==> config.mk <==
export PLATFORM = sky130hd
export DESIGN_NAME = usb_fs_rx_step
export DESIGN_NICKNAME = d
export VERILOG_FILES = /design/src/rtl/usbrx_pkg.sv /design/src/rtl/usbrx_pair_select.sv /design/src/rtl/usbrx_line_decoder.sv /design/src/rtl/usbrx_accum.sv /design/src/rtl/usb_fs_rx_step.sv
export SDC_FILE = /design/constraint.sdc
export NUM_CORES = 1
export LEC_CHECK = 0
export BUFFER_PORTS_ARGS = -buffer_cell sky130_fd_sc_hd__clkbuf_2
export CORE_ASPECT_RATIO = 1.75
export CORE_MARGIN = 3
export CORE_UTILIZATION = 50
export DETAILED_ROUTE_END_ITERATION = 8
export HOLD_SLACK_MARGIN = 0.05
export PLACE_DENSITY = 0.79
export SYNTH_ARGS = -nofsm -noshare
export SYNTH_HDL_FRONTEND = slang
export SYNTH_SLANG_ARGS = --single-unit
==> constraint.sdc <==
create_clock -name clk -period 2.5 [get_ports clk]
set_input_delay 0.5 -clock clk [delete_from_list [all_inputs] [get_ports clk]]
set_output_delay 0.5 -clock clk [all_outputs]
set_load 0.05 [all_outputs]
==> src/rtl/usbrx_pkg.sv <==
package usbrx_pkg;

    typedef struct packed {
        logic level;
        logic partner;
    } pair_t;

    typedef struct packed {
        logic bit_val;
        logic se0;
        logic se1;
        logic is_data;
        logic stuffed;
        logic stuff_err;
    } dec_t;

    function automatic logic [31:0] reflect_bits(input logic [31:0] v, input int unsigned w);
        logic [31:0] r;
        r = '0;
        for (int unsigned i = 0; i < w; i++) begin
            r[w-1-i] = v[i];
        end
        return r;
    endfunction

endpackage

==> src/rtl/usbrx_pair_select.sv <==
module usbrx_pair_select #(
    parameter int unsigned NUM_PINS = 8,
    parameter int unsigned SEL_W    = $clog2(NUM_PINS)
) (
    input  logic [NUM_PINS-1:0] pins,
    input  logic [SEL_W-1:0]    sel,
    output usbrx_pkg::pair_t    pair
);
    logic [SEL_W-1:0] partner_idx;

    assign partner_idx = sel ^ SEL_W'(1);

    always_comb begin
        pair = '0;
        for (int i = 0; i < NUM_PINS; i++) begin
            if (SEL_W'(i) == sel)         pair.level   = pins[i];
            if (SEL_W'(i) == partner_idx) pair.partner = pins[i];
        end
    end

    initial begin
        assert (NUM_PINS % 2 == 0) else $error("pin count must be even");
    end
endmodule

==> src/rtl/usbrx_line_decoder.sv <==
module usbrx_line_decoder #(
    parameter int unsigned STUFF_RUN = 6,
    localparam int unsigned RUN_W    = $clog2(STUFF_RUN + 1)
) (
    input  logic             clk,
    input  logic             rst,
    input  logic             strobe,
    input  usbrx_pkg::pair_t pair,
    output usbrx_pkg::dec_t  dec
);
    logic             ref_q;
    logic [RUN_W-1:0] run_q;
    logic             decoded;
    logic             at_limit;

    assign decoded  = (pair.level == ref_q);
    assign at_limit = (run_q == RUN_W'(STUFF_RUN));

    always_comb begin
        dec.bit_val   = decoded;
        dec.se0       = ~pair.level & ~pair.partner;
        dec.se1       = pair.level & pair.partner;
        dec.stuffed   = ~dec.se0 & at_limit;
        dec.is_data   = ~dec.se0 & ~at_limit;
        dec.stuff_err = dec.stuffed & decoded;
    end

    always_ff @(posedge clk) begin
        if (rst) begin
            ref_q <= 1'b1;
            run_q <= '0;
        end else if (strobe) begin
            ref_q <= pair.level;
            if (dec.se0 || dec.stuffed) begin
                run_q <= '0;
            end else if (decoded) begin
                run_q <= run_q + RUN_W'(1);
            end else begin
                run_q <= '0;
            end
        end
    end

    // the ones run never passes the stuffing limit
    p_run_bound_r6: assert property (@(posedge clk) disable iff (rst)
        run_q <= RUN_W'(STUFF_RUN));

    // a stuffed step always restarts the run
    p_run_restart_r6: assert property (@(posedge clk) disable iff (rst)
        (strobe && dec.stuffed) |=> (run_q == '0));
endmodule

==> src/rtl/usbrx_accum.sv <==
module usbrx_accum #(
    parameter int unsigned CRC_W    = 16,
    parameter logic [31:0] CRC_POLY = 32'h0000_8005,
    parameter logic [31:0] CRC_RST  = 32'hFFFF_FFFF,
    parameter int unsigned BYTE_W   = 8,
    localparam int unsigned CNT_W   = $clog2(BYTE_W),
    localparam logic [CRC_W-1:0] POLY_R =
        CRC_W'(usbrx_pkg::reflect_bits(CRC_POLY, CRC_W))
) (
    input  logic              clk,
    input  logic              rst,
    input  logic              strobe,
    input  usbrx_pkg::dec_t   dec,
    input  logic              crc_load,
    input  logic [CRC_W-1:0]  crc_init,
    output logic [BYTE_W-1:0] data_byte,
    output logic [CRC_W-1:0]  crc,
    output logic              byte_done
);
    logic [BYTE_W-1:0] byte_q;
    logic [CRC_W-1:0]  crc_q;
    logic [CNT_W-1:0]  cnt_q;
    logic              done_q;
    logic              take;
    logic              fb;
    logic [CRC_W-1:0]  crc_nxt;

    assign take    = strobe & dec.is_data;
    assign fb      = dec.bit_val ^ crc_q[0];
    assign crc_nxt = (crc_q >> 1) ^ (fb ? POLY_R : '0);

    always_ff @(posedge clk) begin
        if (rst) begin
            byte_q <= '0;
            crc_q  <= CRC_W'(CRC_RST);
            cnt_q  <= '0;
            done_q <= 1'b0;
        end else begin
            done_q <= 1'b0;
            if (crc_load) begin
                crc_q <= crc_init;
            end else if (take) begin
                crc_q <= crc_nxt;
            end
            if (take) begin
                byte_q <= {dec.bit_val, byte_q[BYTE_W-1:1]};
                if (cnt_q == CNT_W'(BYTE_W - 1)) begin
                    cnt_q  <= '0;
                    done_q <= 1'b1;
                end else begin
                    cnt_q <= cnt_q + CNT_W'(1);
                end
            end else if (strobe && dec.se0) begin
                cnt_q <= '0;
            end
        end
    end

    assign data_byte = byte_q;
    assign crc       = crc_q;
    assign byte_done = done_q;

    // without a step or a preset the CRC holds
    p_crc_hold_r5: assert property (@(posedge clk) disable iff (rst)
        (!strobe && !crc_load) |=> $stable(crc_q));

    // a step that carries no data leaves the byte untouched
    p_byte_hold_r8: assert property (@(posedge clk) disable iff (rst)
        (strobe && !dec.is_data) |=> $stable(byte_q));

    // the bit count stays inside one byte
    p_cnt_bound_r7: assert property (@(posedge clk) disable iff (rst)
        cnt_q <= CNT_W'(BYTE_W - 1));
endmodule

==> src/rtl/usb_fs_rx_step.sv <==
module usb_fs_rx_step #(
    parameter int unsigned NUM_PINS  = 8,
    parameter int unsigned SEL_W     = $clog2(NUM_PINS),
    parameter int unsigned CRC_W     = 16,
    parameter logic [31:0] CRC_POLY  = 32'h0000_8005,
    parameter logic [31:0] CRC_RST   = 32'hFFFF_FFFF,
    parameter int unsigned BYTE_W    = 8,
    parameter int unsigned STUFF_RUN = 6
) (
    input  logic                clk,
    input  logic                rst,
    input  logic                sample_en,
    input  logic [NUM_PINS-1:0] pins,
    input  logic [SEL_W-1:0]    pin_sel,
    input  logic                crc_load,
    input  logic [CRC_W-1:0]    crc_init,
    output logic                bit_out,
    output logic                se0,
    output logic                se1,
    output logic                stuff_drop,
    output logic                byte_done,
    output logic                stuff_err,
    output logic [BYTE_W-1:0]   data_byte,
    output logic [CRC_W-1:0]    crc
);
    usbrx_pkg::pair_t pair;
    usbrx_pkg::dec_t  dec;

    logic bit_q, se0_q, se1_q, drop_q, err_q;

    usbrx_pair_select #(.NUM_PINS(NUM_PINS), .SEL_W(SEL_W)) i_pair (
        .pins (pins),
        .sel  (pin_sel),
        .pair (pair)
    );

    usbrx_line_decoder #(.STUFF_RUN(STUFF_RUN)) i_dec (
        .clk    (clk),
        .rst    (rst),
        .strobe (sample_en),
        .pair   (pair),
        .dec    (dec)
    );

    usbrx_accum #(
        .CRC_W    (CRC_W),
        .CRC_POLY (CRC_POLY),
        .CRC_RST  (CRC_RST),
        .BYTE_W   (BYTE_W)
    ) i_acc (
        .clk       (clk),
        .rst       (rst),
        .strobe    (sample_en),
        .dec       (dec),
        .crc_load  (crc_load),
        .crc_init  (crc_init),
        .data_byte (data_byte),
        .crc       (crc),
        .byte_done (byte_done)
    );

    always_ff @(posedge clk) begin
        if (rst) begin
            bit_q  <= 1'b0;
            se0_q  <= 1'b0;
            se1_q  <= 1'b0;
            drop_q <= 1'b0;
            err_q  <= 1'b0;
        end else begin
            bit_q  <= sample_en & dec.bit_val;
            se0_q  <= sample_en & dec.se0;
            se1_q  <= sample_en & dec.se1;
            drop_q <= sample_en & dec.stuffed;
            err_q  <= sample_en & dec.stuff_err;
        end
    end

    assign bit_out    = bit_q;
    assign se0        = se0_q;
    assign se1        = se1_q;
    assign stuff_drop = drop_q;
    assign stuff_err  = err_q;

    // the two single-ended states exclude each other
    p_se_excl_r4: assert property (@(posedge clk) disable iff (rst)
        !(se0 && se1));

    // an error is only ever reported on a dropped bit
    p_err_on_drop_r6: assert property (@(posedge clk) disable iff (rst)
        stuff_err |-> stuff_drop);

    // a completed byte always follows a strobe
    p_done_after_strobe_r9: assert property (@(posedge clk) disable iff (rst)
        byte_done |-> $past(sample_en));

    // no flag is raised without a strobe one cycle before
    p_flags_quiet_r9: assert property (@(posedge clk) disable iff (rst)
        !sample_en |=> !(bit_out || se0 || se1 || stuff_drop || byte_done));
endmodule

== Word level (Yosys, flattened, before mapping) ==
Index checks and enable logic that the tools add are counted.
W data, S select, Z words.

* Add/subtract/negate cells: 2
* Equality and inequality tests: 17
* Mux-type cells: 25
* Bitwise logic cells: 19
* Reduce and logical (&&, ||, !) cells: 7

{| class="wikitable"
|+ Operators by type and width
! cell !! count
|-
| $mux W16 || 3
|-
| $eq A3 B3 Y1 const A || 8
|-
| $mux W1 || 17
|-
| $xor A15 B16 Y16 || 1
|-
| $mux W3 || 5
|-
| $eq A2 B3 Y1 const A || 4
|-
| $and A1 B1 Y1 || 11
|-
| $add A3 B1 Y3 const B || 2
|-
| $eq A1 B3 Y1 const A || 2
|-
| $eq A3 B3 Y1 const B || 2
|-
| $logic_not A3 Y1 || 2
|-
| $not A1 Y1 || 6
|-
| $reduce_bool A2 Y1 || 2
|-
| $reduce_or A2 Y1 || 1
|-
| $eq A1 B1 Y1 || 1
|-
| $logic_and A1 B1 Y1 || 1
|-
| $logic_or A1 B1 Y1 || 1
|-
| $xor A1 B1 Y1 || 1
|}

* Register bits after elaboration: 37
* Bits of input ports: 31
* Output and inout bits: 30

== Depth between registers and ports, before layout ==
* Word-level depth: 17
* Mapped depth: 8
* Mapped depth without buffers: 8

== Modules after synthesis ==
Synthesis repeated with hierarchy kept, for this count alone.

* Cell total of the unflattened synthesis: 205
* Area, all modules: 1829.3 um^2

{| class="wikitable"
|+ Modules (own cells, without submodules)
! module !! instances !! cells each !! area each (um^2)
|-
| usbrx_accum || 1 || 142 || 1252.5
|-
| usbrx_line_decoder || 1 || 31 || 262.8
|-
| usbrx_pair_select || 1 || 22 || 170.2
|-
| usb_fs_rx_step || 1 || 10 || 143.9
|}

== Worst setup path after synthesis ==
No wires, ideal clock.

* Path kind: input port to flip-flop
* From: in pin_sel[2]
* To: reg i_acc.cnt_q[1]
* Library setup time: 0.117 ns
* Arrival time: 1.932 ns
* Slack: 0.450 ns
* Cell stages on the path: 8
* Path buffers: 2
* Path through: buf_2 mux2_2 nand3b_1 o311ai_0 a22oi_1 buf_4 nor3_4 a32o_1

* Word-level cells in the longest chain between the ends: 15
* Elaborated cells between the ends (all ways): 41

{| class="wikitable"
|+ Ends and longest elaborated chain
! element !! line !! text
|-
| start, declared || usb_fs_rx_step.sv:14 || <nowiki>input logic [SEL_W-1:0] pin_sel,</nowiki>
|-
| $logic_not A3 Y1 (on tied branches) || usbrx_pair_select.sv:16, usbrx_pair_select.sv:17 ||
|-
| $mux W1 (on tied branches) (8 in series) || usbrx_pair_select.sv:16, usbrx_pair_select.sv:17 ||
|-
| $not A1 Y1 || usbrx_line_decoder.sv:21 || <nowiki>dec.se0 = ~pair.level & ~pair.partner;</nowiki>
|-
| $and A1 B1 Y1 * || usbrx_line_decoder.sv:21 ||
|-
| $not A1 Y1 || usbrx_line_decoder.sv:24 || <nowiki>dec.is_data = ~dec.se0 & ~at_limit;</nowiki>
|-
| $and A1 B1 Y1 || usbrx_line_decoder.sv:24 ||
|-
| $and A1 B1 Y1 || usbrx_accum.sv:28 || <nowiki>assign take = strobe & dec.is_data;</nowiki>
|-
| $mux W3 or $reduce_bool A2 Y1 (tied branches) || n/a ||
|-
| end signal, assigned || usbrx_accum.sv:51 || <nowiki>cnt_q <= cnt_q + CNT_W'(1);</nowiki>
|-
| end, declared || usbrx_accum.sv:22 || <nowiki>logic [CNT_W-1:0] cnt_q;</nowiki>
|}

Every way passes the cells marked *; elsewhere a longest branch is shown, timed or not.
A chain may end at the register's enable or synchronous reset.

== Worst setup path in the final report ==
* From: in pin_sel[1]
* To: reg i_acc.crc_q[13] (netlist: i_acc.crc[13])

* Word-level cells in the longest chain between the ends: 15
* Elaborated cells between the ends (all ways): 45

{| class="wikitable"
|+ Ends and longest elaborated chain
! element !! line !! text
|-
| $logic_not A3 Y1 (on tied branches) || usbrx_pair_select.sv:16, usbrx_pair_select.sv:17 ||
|-
| $mux W1 (on tied branches) (8 in series) || usbrx_pair_select.sv:16, usbrx_pair_select.sv:17 ||
|-
| $eq A1 B1 Y1 or $not A1 Y1 (tied branches) || usbrx_line_decoder.sv:16, usbrx_line_decoder.sv:21 ||
|-
| $xor A1 B1 Y1 or $and A1 B1 Y1 (tied branches) || usbrx_accum.sv:29, usbrx_line_decoder.sv:21 ||
|-
| $mux W16 or $not A1 Y1 (tied branches) || usbrx_accum.sv:30, usbrx_line_decoder.sv:24 ||
|-
| $xor A15 B16 Y16 or $and A1 B1 Y1 (tied branches) || usbrx_accum.sv:30, usbrx_line_decoder.sv:24 ||
|-
| $mux W16 or $and A1 B1 Y1 (tied branches) || usbrx_accum.sv:42, usbrx_accum.sv:28 ||
|-
| $mux W16 or $reduce_bool A2 Y1 (tied branches) || n/a ||
|-
| end signal, assigned || usbrx_accum.sv:35 || <nowiki>crc_q <= CRC_W'(CRC_RST);</nowiki>
|-
| end signal, assigned || usbrx_accum.sv:41 || <nowiki>crc_q <= crc_init;</nowiki>
|-
| end signal, assigned || usbrx_accum.sv:43 || <nowiki>crc_q <= crc_nxt;</nowiki>
|-
| end, declared || usbrx_accum.sv:21 || <nowiki>logic [CRC_W-1:0] crc_q;</nowiki>
|}

Several ways; a longest one is shown, not always the timed one. The select of a mux whose other input is x is not followed.

==> out/metrics.csv <==
metric,value,unit
status,completed,
leak pwr,1.07,nW
RePlAce Congestion,0.913,
Most used DFF post-synth,dfxtp_1,
antenna diode count,0,
Via Count,2047,
"FF+latch count, synth",37,
DR pass1 iterations,4,
Final Max Slew Viols,0,
Crit Path Category,in -> reg,
clk buf depth,2,
# fillers,380,
HP Class,in -> reg,
CP Capture Type,flop,
area of the multi-input gates,1280,sq um
"delay-heaviest family, CP",compound AO/OA/AOI/OAI gates,
cells taking the most area after synthesis,"dfxtp_1 34%, a211oi_2 5.8%, nor3b_1 3.8%",
CTS tree,yes,
Antenna Nets Post-Route,0,
Initial Util,51.9,%
Final nets,326,
critical path cell sequence,clkbuf_2 -> mux2i_1 -> and2_1 -> o311a_4 -> o22ai_4 -> buf_4 -> o2111a_1 -> a211oi_2,
largest net degree at the start of global routing,32,
hold_buf cts,0,
fin cells,341,
ys async rst share,0,%
initial DRC count,29,
CTS Root Cell,clkbuf_8,
pre-CTS setup slack,0.0819,ns
Resized cells post-CTS,0,
"Cell Area, Synth",2150,sq um
yosys warns,0,
area delta synth->final,19.5,%
initial antenna violation count,0,
Core Area,4150,sq um
gr ovfl total,0,
clk sinks,37,
cell count after synthesis,237,
overall power,0.00157,W
Max IR drop VDD,0.000539,V
worst skew pair latency,0.29,ns
Global Route Usage Sum,21.1,%
Setup TNS,0,ns
crit path DAT,2.29,ns
Pwr per Cell Area,609,nW/um^2
cell taking the most area after synthesis,dfxtp_1,
die width,55.6,um
synthesized net count,272,
number of global-route vias before repair,2006,
Placement Rows,31,
Ports,61,
CP Buf/Inv Count,2,
"count leader, synth",dfxtp_1,
syn_area_per_cell,9.09,sq um
Port Buffers,60,
setup bufs post-CTS,0,
layout cells sized above 1,33.9,%
Synth cell types,62,
Final period util,84.9,%
CP max FO,12,
final setup vio count,0,
total detailed-routing wirelength,5240,um
CP Data Required Time,2.66,ns
Post-synth EDFFs,0,
Slew @ Worst Pin,0.527,ns
FMAX,471,MHz
Residual DRC,0,
max incr delay on CP,0.41,ns
Final HPWL DP,3930,um
WL/cell,15.4,um
max cap viols,0,
top cell type's share of synthesized area,34.4,%
RSZ-0062 raised after global routing,false,
CTS Buf Count,5,
Synth top cells by count,"37 x dfxtp_1, 16 x nor3_1, 13 x nor2_1",
first-pass GRT wire length,8860,um
die height,92.8,um
worst hold slack,0.419,ns
Placed Instances,333,
"Clk pin slew, worst setup/hold paths",0.07,ns
final worst setup slack,0.377,ns
Tmin final,2.12,ns
DIE AREA,5160,sq um
"Seq/Total Area, Yosys",34.4,%
Final Hold Vio Count,0,
CP max stage cell,o311a_4,
Worst Skew,0.00691,ns
CP startpoint kind,input port,
Reg area,741,sq um
DR vias/cell,6.00,
Slew headroom,64.9,%
H-tree depth,2,
[power breakdown]
group / switching [W] / leakage (nW) / internal [W]
logic: 0.000263 / 0.709 / 0.000127
clock network: 0.000208 / 0.0585 / 0.000325
registers: 0.0000247 / 0.303 / 0.000620
total: 0.000496 / 1.07 / 0.00107
[worst register-to-register path, stage by stage, from the launching register on]
cell,delay (ns)
dfxtp_1,0.38
inv_1,0.06
ha_1,0.20
nand2_1,0.19
and2_1,0.27
buf_4,0.24
nand2_2,0.24
a211oi_1,0.27
[placed cells by master, fill, tap and decap left out, types with 3 or more instances in the layout]
master     netlist  routed
nor2_1          13      13
inv_1            5       5
a311oi_1         3       3
nand2_1          8       8
and2_1           5       5
nor2b_1          3       3
a21oi_1         12      12
buf_4            2       7
nand3_1         12      12
nor3b_1         11      11
dfxtp_1         37      37
and3_1          12      12
o21ai_0         11      11
clkbuf_2         0      60
a211oi_2        10      10
clkbuf_8         0       6
nor3_1          16      16
o31ai_1          3       3
ha_1             4       4
o2111ai_1        3       3
[cells by family (layout without fill, tap and decap cells)]
kind of cell	Yosys count	count (layout)	synth area share (%)
buf+inv	25	80	5.98
flops	37	37	34.4
fa+ha+maj	4	4	2.32
mux	3	3	1.45
simple gates	95	95	25.4
compound gates	70	70	29.2
xor+xnor	3	3	1.22
[flip-flops by register name, indices dropped and copies added, names as in the netlist]
name and cells:
bit_out 1, i_acc.cnt_q 3, i_dec.ref_q 1, se1 1
stuff_drop 1, stuff_err 1, se0 1, i_acc.byte_done 1
i_dec.run_q 3, i_acc.data_byte 8, i_acc.crc 16
[metrics by stage]
stage	area, sq um	utilization [%]
after CTS	2570	62.0
after global placement	2460	59.2
after detailed placement	2460	59.2
final	2570	62.0
after global routing	2570	62.0
after floorplan	2150	-
[worst paths after layout]
path                                   start                         endpoint  slack (ns)  cells past startpoint
max                               pin_sel[1]       i_acc.crc[13]$_SDFFE_PP1P_        0.38                      8
min                             crc_init[15]       i_acc.crc[15]$_SDFFE_PP1P_        0.42                      3
max reg2reg      i_dec.run_q[0]$_SDFFE_PP0P_        i_acc.crc[5]$_SDFFE_PP1P_        0.58                      7
min reg2reg  i_acc.data_byte[6]$_SDFFE_PP0P_  i_acc.data_byte[5]$_SDFFE_PP0P_        0.48                      2
[final cells by class]
type                            instances  share of cell area (%)
Timing Repair Buffer                   67                    13.7
Inverter                                5                   0.729
Tap cell                               49                    2.38
Sequential cell                        37                    28.8
Clock buffer                            7                    3.35
Multi-Input combinational cell        175                    49.9
Clock inverter                          1                    1.17
[per-layer routing]
metal / vias to the layer above / wire [um] / global-route usage (%)
met5: - / 0 / 0
met2: 62 / 2710 / 37.9
met1: 964 / 2080 / 22.3
met3: 15 / 301 / 4.88
li1: 1006 / - / -
met4: 0 / 153 / 11.0
Power figures use the tool's default switching activity.
